**src/rtl/csc_pkg.sv**
```systemverilog
package csc_pkg;
  localparam int IRQ_W   = 4;
  localparam int NUM_IRQ = 1 << IRQ_W;
  localparam int PIN_W   = 7;   // {pg, rdy, wp, cd[1:0], bvd[1:0]}
  localparam int FLAG_W  = 3;   // {cd_chg, bat_warn, bat_dead}

  localparam logic [5:0] REG_ID   = 6'h00;
  localparam logic [5:0] REG_STAT = 6'h01;
  localparam logic [5:0] REG_PWR  = 6'h02;
  localparam logic [5:0] REG_GEN  = 6'h03;
  localparam logic [5:0] REG_CSC  = 6'h04;
  localparam logic [5:0] REG_CFG  = 6'h05;

  localparam logic [7:0] PWR_MASK = 8'hB3;
  localparam logic [7:0] GEN_MASK = 8'h6F;
  localparam logic [7:0] CFG_MASK = 8'hFB;

  typedef struct packed {
    logic       dev;
    logic       sock;
    logic [5:0] sel;
  } index_t;
endpackage

```
**src/rtl/csc_pin_sync.sv**
```systemverilog
module csc_pin_sync
  import csc_pkg::*;
#(
  parameter int STAGES = 2
) (
  input  logic              clk_i,
  input  logic              rst_ni,
  input  logic [PIN_W-1:0]  pins_i,
  output logic [PIN_W-1:0]  pins_o,
  output logic [FLAG_W-1:0] evt_o
);
  logic [PIN_W-1:0] stg_q [STAGES];
  logic [PIN_W-1:0] prev_q;

  always_ff @(posedge clk_i or negedge rst_ni) begin
    if (!rst_ni) stg_q[0] <= '0;
    else         stg_q[0] <= pins_i;
  end

  for (genvar i = 1; i < STAGES; i++) begin : g_stage
    always_ff @(posedge clk_i or negedge rst_ni) begin
      if (!rst_ni) stg_q[i] <= '0;
      else         stg_q[i] <= stg_q[i-1];
    end
  end

  always_ff @(posedge clk_i or negedge rst_ni) begin
    if (!rst_ni) prev_q <= '0;
    else         prev_q <= stg_q[STAGES-1];
  end

  assign pins_o = stg_q[STAGES-1];

  always_comb begin
    evt_o[2] = pins_o[3:2] != prev_q[3:2];
    evt_o[1] = (pins_o[1:0] == 2'b01) && (prev_q[1:0] != 2'b01);
    evt_o[0] = prev_q[0] && !pins_o[0];
  end
endmodule

```
**src/rtl/csc_socket_regs.sv**
```systemverilog
module csc_socket_regs
  import csc_pkg::*;
#(
  parameter logic [7:0] ID_REV = 8'h83
) (
  input  logic              clk_i,
  input  logic              rst_ni,
  input  logic              wr_i,
  input  logic              csc_rd_i,
  input  logic [5:0]        sel_i,
  input  logic [7:0]        wdata_i,
  input  logic [PIN_W-1:0]  pins_i,
  input  logic [FLAG_W-1:0] evt_i,
  output logic [7:0]        rdata_o,
  output logic [FLAG_W-1:0] flags_o,
  output logic [1:0]        vpp_sel_o,
  output logic              out_en_o,
  output logic              auto_pwr_o,
  output logic              card_en_o,
  output logic              card_rst_o,
  output logic              io_mode_o,
  output logic [IRQ_W-1:0]  card_irq_sel_o,
  output logic [NUM_IRQ-1:0] irq_o
);
  logic [7:0]        pwr_q, gen_q, cfg_q;
  logic [FLAG_W-1:0] flag_q;
  logic              pend;

  always_ff @(posedge clk_i or negedge rst_ni) begin
    if (!rst_ni) begin
      pwr_q <= '0;
      gen_q <= '0;
      cfg_q <= '0;
    end else if (wr_i) begin
      unique case (sel_i)
        REG_PWR: pwr_q <= wdata_i & PWR_MASK;
        REG_GEN: gen_q <= wdata_i & GEN_MASK;
        REG_CFG: cfg_q <= wdata_i & CFG_MASK;
        default: ;
      endcase
    end
  end

  // events on the clearing edge survive
  always_ff @(posedge clk_i or negedge rst_ni) begin
    if (!rst_ni) flag_q <= '0;
    else         flag_q <= (csc_rd_i ? '0 : flag_q) | evt_i;
  end

  always_comb begin
    unique case (sel_i)
      REG_ID:   rdata_o = ID_REV;
      REG_STAT: rdata_o = {1'b0, pins_i};
      REG_PWR:  rdata_o = pwr_q;
      REG_GEN:  rdata_o = gen_q;
      REG_CSC:  rdata_o = {4'h0, flag_q[2], 1'b0, flag_q[1:0]};
      REG_CFG:  rdata_o = cfg_q;
      default:  rdata_o = 8'h00;
    endcase
  end

  assign pend  = |(flag_q & {cfg_q[3], cfg_q[1], cfg_q[0]});
  assign irq_o = pend ? (NUM_IRQ'(1) << cfg_q[7:4]) : '0;

  assign flags_o        = flag_q;
  assign vpp_sel_o      = pwr_q[1:0];
  assign out_en_o       = pwr_q[7];
  assign auto_pwr_o     = pwr_q[5];
  assign card_en_o      = pwr_q[4];
  assign card_rst_o     = !gen_q[6];
  assign io_mode_o      = gen_q[5];
  assign card_irq_sel_o = gen_q[3:0];
endmodule

```
**src/rtl/card_socket_ctrl.sv**
```systemverilog
module card_socket_ctrl
  import csc_pkg::*;
#(
  parameter int         NUM_SOCKETS = 2,
  parameter bit         DEV_SEL     = 1'b0,
  parameter logic [7:0] ID_REV      = 8'h83,
  parameter int         SYNC_STAGES = 2
) (
  input  logic                     clk_i,
  input  logic                     rst_ni,
  input  logic                     host_addr_i,
  input  logic                     host_wr_i,
  input  logic                     host_rd_i,
  input  logic [7:0]               host_wdata_i,
  output logic [7:0]               host_rdata_o,
  input  logic [2*NUM_SOCKETS-1:0] cd_i,
  input  logic [2*NUM_SOCKETS-1:0] bvd_i,
  input  logic [NUM_SOCKETS-1:0]   wp_i,
  input  logic [NUM_SOCKETS-1:0]   rdy_i,
  input  logic [NUM_SOCKETS-1:0]   pwr_good_i,
  output logic [2*NUM_SOCKETS-1:0] vpp_sel_o,
  output logic [NUM_SOCKETS-1:0]   out_en_o,
  output logic [NUM_SOCKETS-1:0]   auto_pwr_o,
  output logic [NUM_SOCKETS-1:0]   card_en_o,
  output logic [NUM_SOCKETS-1:0]   card_rst_o,
  output logic [NUM_SOCKETS-1:0]   io_mode_o,
  output logic [4*NUM_SOCKETS-1:0] card_irq_sel_o,
  output logic [15:0]              irq_o
);
  localparam int FL_ALL = FLAG_W * NUM_SOCKETS;

  index_t idx_q;
  logic   dev_hit;
  logic [7:0]         sock_rdata [NUM_SOCKETS];
  logic [NUM_IRQ-1:0] sock_irq   [NUM_SOCKETS];
  logic [FL_ALL-1:0]  flags_all, evt_all;
  logic [NUM_SOCKETS-1:0] csc_rd;

  always_ff @(posedge clk_i or negedge rst_ni) begin
    if (!rst_ni)                       idx_q <= '0;
    else if (host_wr_i && !host_addr_i) idx_q <= index_t'(host_wdata_i);
  end

  assign dev_hit = idx_q.dev == DEV_SEL;

  for (genvar s = 0; s < NUM_SOCKETS; s++) begin : g_sock
    logic [PIN_W-1:0]  pins;
    logic [FLAG_W-1:0] evt;
    logic              hit;

    assign hit = dev_hit && host_addr_i && (int'(idx_q.sock) == s);
    assign csc_rd[s] = hit && host_rd_i && (idx_q.sel == REG_CSC);

    csc_pin_sync #(.STAGES(SYNC_STAGES)) i_sync (
      .clk_i  (clk_i),
      .rst_ni (rst_ni),
      .pins_i ({pwr_good_i[s], rdy_i[s], wp_i[s], cd_i[2*s +: 2], bvd_i[2*s +: 2]}),
      .pins_o (pins),
      .evt_o  (evt)
    );

    csc_socket_regs #(.ID_REV(ID_REV)) i_regs (
      .clk_i          (clk_i),
      .rst_ni         (rst_ni),
      .wr_i           (hit && host_wr_i),
      .csc_rd_i       (csc_rd[s]),
      .sel_i          (idx_q.sel),
      .wdata_i        (host_wdata_i),
      .pins_i         (pins),
      .evt_i          (evt),
      .rdata_o        (sock_rdata[s]),
      .flags_o        (flags_all[FLAG_W*s +: FLAG_W]),
      .vpp_sel_o      (vpp_sel_o[2*s +: 2]),
      .out_en_o       (out_en_o[s]),
      .auto_pwr_o     (auto_pwr_o[s]),
      .card_en_o      (card_en_o[s]),
      .card_rst_o     (card_rst_o[s]),
      .io_mode_o      (io_mode_o[s]),
      .card_irq_sel_o (card_irq_sel_o[4*s +: 4]),
      .irq_o          (sock_irq[s])
    );

    assign evt_all[FLAG_W*s +: FLAG_W] = evt;
  end

  always_comb begin
    host_rdata_o = idx_q;
    if (host_addr_i) begin
      host_rdata_o = 8'h00;
      for (int s = 0; s < NUM_SOCKETS; s++)
        if (dev_hit && int'(idx_q.sock) == s) host_rdata_o = sock_rdata[s];
    end
  end

  always_comb begin
    irq_o = '0;
    for (int s = 0; s < NUM_SOCKETS; s++) irq_o |= sock_irq[s];
  end
endmodule

```
**config.mk**
```make
export PLATFORM = sky130hd
export DESIGN_NAME = card_socket_ctrl
export DESIGN_NICKNAME = d
export VERILOG_FILES = /design/src/rtl/csc_pkg.sv /design/src/rtl/csc_pin_sync.sv /design/src/rtl/csc_socket_regs.sv /design/src/rtl/card_socket_ctrl.sv
export SDC_FILE = /design/constraint.sdc
export NUM_CORES = 1
export LEC_CHECK = 0
export ABC_CLOCK_PERIOD_IN_PS = 5750
export CORE_MARGIN = 4
export CORE_UTILIZATION = 48
export CTS_BUF_LIST = sky130_fd_sc_hd__clkbuf_4 sky130_fd_sc_hd__clkbuf_8
export DETAILED_ROUTE_END_ITERATION = 10
export PLACE_DENSITY = 0.74
export SLEW_MARGIN = 0
export SYNTH_ARGS = -nofsm -noshare
export SYNTH_HDL_FRONTEND = slang
export SYNTH_SLANG_ARGS = --single-unit
```
**constraint.sdc**
```tcl
create_clock -name clk_i -period 5.75 [get_ports clk_i]
set_clock_uncertainty 0.05 [all_clocks]
set_input_delay 1.15 -clock clk_i [delete_from_list [all_inputs] [get_ports clk_i]]
set_output_delay 1.15 -clock clk_i [all_outputs]
set_load 0.02 [all_outputs]
```
==> results.md, run 1 <==
- Outcome: finished, final reports clean
- Port bufs: 72
- Core area: 0.00789 mm²
- WHS: 0.303 ns
- Crit Reg-Reg Endpoint: g_sock[1].i_regs.cfg_q[6]
- Type of destination of the critical path: primary output
- Via count: 2863
- Synth Register Bits: 86
- Root Buffer Master: clkbuf_8
- I/O pin count: 73
- Yosys warnings: 0
- Final period utilization: 82.7%
- CP Class: input port to primary output
- MaxCap Viol Count: 0
- CTS Hold Buffers Added: 0
- Crit-path cells: clkdlybuf4s50_1 > nor3b_2 > nand2_1 > a211o_2 > o221ai_1 > clkdlybuf4s50_1
- Worst path bufs/invs: 2
- Yosys cell types: 52
- GP Congestion: 0.932
- Per-cell routed wire length: 19.1 µm
- Pin count of the biggest net entering global routing: 87
- Critical path's largest stage delay: 0.65 ns
- Die height: 99.2 µm
- P_leak: 2.04 nW
- Post-CTS Setup Inserts: 0
- Initial DRC count: 233
- Finished Cell Area: 0.00481 mm²
- Rel. slew slack: 31.1%
- Clock sink count: 86
- Register area share after synthesis: 54.0%
- Setup tns final: 0 ns
- Ys async rst share: 100%
- Flop-to-flop setup slack: 2.94 ns
- Unrepaired setup endpoints after global routing: no
- TritonCTS Buffers: 9
- Post-DP HPWL: 6670 µm
- Internal power: 0.931 mW
- Die footprint: 0.00983 mm²
- Reg-to-reg startpoint: idx_q[0]
- Sw frac: 29.2%
- GRT Overall Usage: 18.9%
- Syn_nets: 354
- Number of vias per cell: 5.88
- Max Clk Rate: 210 MHz
- Starting Density: 50.6%
- Share of cells above drive strength 1: 19.7%
- Maximum vdd drop: 0.145 mV
- Worst Hold End: g_sock[1].i_sync.pins_o[3]
- Avg Cell Area, Syn: 12.2 µm²
- Hold path depth: 0
- Sequential share of power: 53.1%
- Pwr Density: 273 mW/mm²
- CP Max Fanout: 7
- Commonest non-fill, non-tap cells in the layout: dfrtp_1, clkdlybuf4s50_1, mux2_2
- Gate Count Post-Synth: 327
- Clock buffer depth: 2
- Post-layout util: 61.0%
- Post-synth EDFFs: 0
- Total gr overflow: 0
- TritonCTS clock tree: done
- Delay-heaviest family, CP: buffers and inverters
- First-pass GRT wire length: 14600 µm
- H-tree levels: 3
- Residual DRC: 0
- Post-layout net count: 407
- Combinational share of power: 17.6%
- Register-to-Register Path Depth: 5
- Post-DP Area: 0.00463 mm²
- Max-slew violations: 0
- Startpoint Class: input port
- Vias in the first global route: 2840
- Clock share of power: 29.3%
- CP arrival: 3.56 ns
- Antenna Cells: 0
- Hold Path Origin: g_sock[1].i_sync.stg_q[10]
- Synth Cell Area: 0.00399 mm²
- Remaining antenna violation count: 0
- Total power: 1.31 mW
- Crit-path slowest cell: clkdlybuf4s50_1
- Worst hold-check path type: register to register
- Die Wd: 99.2 µm
- Critical Path Most Common Cell: clkdlybuf4s50_1
- DR pass1 iterations: 4
- Switch Pwr: 0.384 mW
- Drt total wl: 9300 µm
- Clk pin slew, worst setup/hold paths: 0.08 ns
- Most common cell after layout, fill and taps aside: dfrtp_1
- Final Setup Violations: 0
- PostCTS Resize Cnt: 0
- Critical Path RT: 4.55 ns
- Minimum clock period: 4.76 ns
- Area grow syn2layout: 20.7%
- Worst-Margin Slew: 1.03 ns
- Row cnt: 32
- Ys flop type: dfrtp_1
- Final hold violation count: 0
- Later-pin clock latency in the skew report: 0.35 ns
- Antenna violations before repair: 0
worst max-delay path by stage:
stage	start	to	cells after the start
after global placement	host_addr_i	host_rdata_o[2]	6
after global routing	host_addr_i	host_rdata_o[2]	6
final	host_addr_i	host_rdata_o[2]	6
after floorplan	host_addr_i	host_rdata_o[3]	4
after detailed placement	host_addr_i	host_rdata_o[2]	6
after CTS	host_addr_i	host_rdata_o[2]	6
logic make-up (layout without fill, tap and decap cells):
kind of cell    count (synthesis)  in the layout  share of synthesized area (%)
mux                            50             50                           15.1
flops                          86             86                           54.0
xor+xnor                        4              4                          0.878
buf+inv                        43            101                           6.40
simple gates                   79             79                           11.8
compound gates                 65             65                           12.0
metal layers:
metal / part of all wire (%) / up-vias / GRT usage, %
met5: 0 / - / 0
met4: 1.7 / 0 / 7.35
met3: 6.6 / 15 / 3.58
met2: 47 / 110 / 29.7
met1: 45 / 1448 / 26.0
li1: - / 1290 / -
synth_stat cells, types with 2 or more instances:
cell	n	area share, %
o221ai_1	3	0.66
dfrtp_1	86	54
or2_2	2	0.31
a211o_1	2	0.44
a22oi_1	4	0.75
a32o_1	2	0.50
buf_4	19	3.6
a222oi_1	2	0.50
nand3_1	10	1.3
o22ai_1	15	2.4
a21oi_1	5	0.63
nand2_1	20	1.9
nand3_2	3	0.75
a32oi_1	4	0.88
o21ai_0	10	1.3
clkbuf_1	4	0.38
inv_1	12	1.1
nand4_1	2	0.31
nor2_1	3	0.28
o22a_1	2	0.44
nor4_1	2	0.31
mux2i_1	3	0.75
xnor2_1	2	0.44
mux2_2	36	10
a2111oi_0	2	0.44
a22o_1	2	0.44
and2_1	2	0.31
and3b_1	2	0.44
nor3_1	3	0.38
xor2_1	2	0.44
mux2_4	11	4.1
buf_6	2	0.56
buf_2	6	0.75
nor2b_1	7	1.1
o211ai_1	2	0.38
nand2b_1	8	1.3
a221oi_1	2	0.44
a221o_1	2	0.50
or3_1	2	0.31
and3_1	7	1.1
power groups by stage:
stage,combinational [mW],clock [mW],sequential [mW]
6_report,0.231,0.385,0.699
3_3_place_gp,0.228,0,0.708
4_1_cts,0.232,0.398,0.697
2_1_floorplan,0.157,0,0.684
5_1_grt,0.249,0.421,0.705
3_5_place_dp,0.231,0,0.710
area by class of cell:
type,instances,area [µm²]
sequential,86,2150
fill,616,3070
clock inverter,6,45.0
timing repair buffer,73,726
inverter,12,45.0
tap,102,128
multi-input combinational,198,1580
clock buffer,10,138
through the flow:
stage,cells,setup slack (ns)
floorplan,327,2.34
global placement,471,1.12
detailed placement,471,1.06
CTS,487,1.05
global route,487,0.896
finish,487,0.993
worst reg2reg max path, stage by stage, from the launching register on:
cell and delay [ns]:
dfrtp_1 0.94, nor2b_1 0.27, buf_4 0.22, and3_1 0.32
and3_1 0.49, mux2_2 0.39
state kept, by name (all words and copies together), names as in the netlist:
signal	cells
g_sock.i_regs.cfg_q	14
g_sock.i_sync.pins_o	14
g_sock.i_regs.pwr_q	10
g_sock.i_sync.prev_q	8
g_sock.i_sync.stg_q	14
idx_q	8
g_sock.i_regs.gen_q	12
g_sock.i_regs.flags_o	6
Power figures use the tool's default switching activity.
==> run 2: changes to the inputs <==
Settings changed: ABC_CLOCK_PERIOD_IN_PS 5750 to 4100, PLACE_DENSITY 0.74 to 0.77.
Clock period 5.75 ns to 4.1 ns, I/O delays scaled along.
==> run 2 against run 1 <==
  * Via count decreased by 1.9%
  * Utilization rose by 0.89 points
  * Global-route usage is 0.62 points higher
  * Clock-buffer cell count unchanged
  * Total power increased by 48%
  * Die area stayed put
  * Critical path depth unchanged
  * Critical path type unchanged
  * Critical endpoint is now host_rdata_o[3]
==> results.md, run 2 (synthesis gave the netlist of run 1 again) <==
- Outcome: finished, final reports clean
- Vias in the first global route: 2819
- PostCTS Resize Cnt: 0
- Later-pin clock latency in the skew report: 0.35 ns
- Die Wd: 99.2 µm
- Pwr Density: 400 mW/mm²
- Startpoint Class: input port
- Antenna Cells: 0
- Final hold violation count: 0
- Clk pin slew, worst setup/hold paths: 0.08 ns
- Worst-Margin Slew: 1.04 ns
- DR pass1 iterations: 4
- Die footprint: 0.00983 mm²
- Post-DP Area: 0.00467 mm²
- GRT Overall Usage: 19.5%
- Total power: 1.95 mW
- I/O pin count: 73
- Total gr overflow: 0
- Remaining antenna violation count: 0
- Unrepaired setup endpoints after global routing: no
- Maximum vdd drop: 0.215 mV
- Flop-to-flop setup slack: 1.66 ns
- TritonCTS clock tree: done
- CTS Hold Buffers Added: 0
- CP arrival: 3.04 ns
- Max Clk Rate: 256 MHz
- Post-CTS Setup Inserts: 0
- Port bufs: 72
- Post-layout util: 61.9%
- Commonest non-fill, non-tap cells in the layout: dfrtp_1, clkdlybuf4s50_1, mux2_2
- Number of vias per cell: 5.72
- Initial DRC count: 273
- P_leak: 2.08 nW
- Post-DP HPWL: 6870 µm
- Rel. slew slack: 30.7%
- Antenna violations before repair: 0
- Finished Cell Area: 0.00488 mm²
- Setup tns final: 0 ns
- Drt total wl: 9380 µm
- Type of destination of the critical path: primary output
- Critical Path RT: 3.23 ns
- Pin count of the biggest net entering global routing: 87
- Share of cells above drive strength 1: 20.6%
- Per-cell routed wire length: 19.1 µm
- GP Congestion: 0.989
- Minimum clock period: 3.91 ns
- Root Buffer Master: clkbuf_8
- Row cnt: 32
- TritonCTS Buffers: 9
- CP Class: input port to primary output
- Residual DRC: 0
- Die height: 99.2 µm
- Post-layout net count: 412
- MaxCap Viol Count: 0
- Area grow syn2layout: 22.5%
- Final Setup Violations: 0
- Via count: 2810
- First-pass GRT wire length: 15000 µm
- Clock sink count: 86
- Final period utilization: 95.3%
- Most common cell after layout, fill and taps aside: dfrtp_1
- Clock buffer depth: 2
- Max-slew violations: 0
- CP Max Fanout: 7
- H-tree levels: 3
- Starting Density: 50.6%
- Core area: 0.00789 mm²
- Worst hold-check path type: register to register
-- run 2: cell types whose count changed in the layout (fill, tap and decap cells not counted), sizes merged --
cell	delta
clkinvlp	-1
clkinv	-1
buf	+5
inv	-1
bufinv	+2
-- run 2: final cells by class --
| type | count | area [µm²] |
|---|---|---|
| clock buffer | 10 | 131 |
| tap | 102 | 128 |
| inverter | 12 | 45.0 |
| fill | 639 | 3000 |
| timing repair buffer | 78 | 763 |
| sequential | 86 | 2150 |
| clock inverter | 5 | 83.8 |
| multi-input combinational | 198 | 1580 |
-- run 2: metrics by stage --
stage | hold WS [ns] | std cells | worst slack (ns)
floorplan | 0.281 | 327 | 1.35
global placement | 0.282 | 476 | 0.258
detailed placement | 0.285 | 476 | 0.235
CTS | 0.302 | 491 | 0.230
global route | 0.309 | 491 | 0.114
finish | 0.301 | 491 | 0.194
-- run 2: path summary, 6_finish.rpt --
| kind | endpoint | start | cells past startpoint |
|---|---|---|---|
| max | host_rdata_o[3] | host_addr_i | 6 |
| min | g_sock[1].i_sync.pins_o[0] | g_sock[1].i_sync.stg_q[7] | 0 |
| max reg2reg | g_sock[1].i_regs.cfg_q[1] | idx_q[5] | 4 |
| min reg2reg | g_sock[1].i_sync.pins_o[0] | g_sock[1].i_sync.stg_q[7] | 0 |
| max in group asynchronous | idx_q[2] | rst_ni | 1 |
| min in group asynchronous | g_sock[1].i_regs.gen_q[0] | rst_ni | 1 |
-- run 2: layer usage --
layer	up-vias	GRT usage (%)	part of all wire, %
met3	5	4.84	7.2
met2	115	30.9	48
met1	1393	27.3	44
met5	-	0	0
li1	1297	-	-
met4	0	4.31	0.80
-- run 2: report_power, final --
group          leakage, nW  total [mW]  internal [mW]  switching (mW)
combinational        0.912       0.352          0.169           0.182
sequential            1.07       0.962          0.904          0.0586
clock                0.102       0.638          0.349           0.289
-- run 2: critical path, cell delays in order --
cell	delay, ns
clkdlybuf4s50_1	0.58
and3b_1	0.31
nand2_1	0.23
o22a_1	0.28
o21ai_1	0.17
clkdlybuf4s50_1	0.64
==> run 3: changes to the inputs <==
Settings changed: CTS_CLUSTER_SIZE set to 25.
==> results of run 3 <==
Final layout, timing and power as in run 2 (identical DEF).
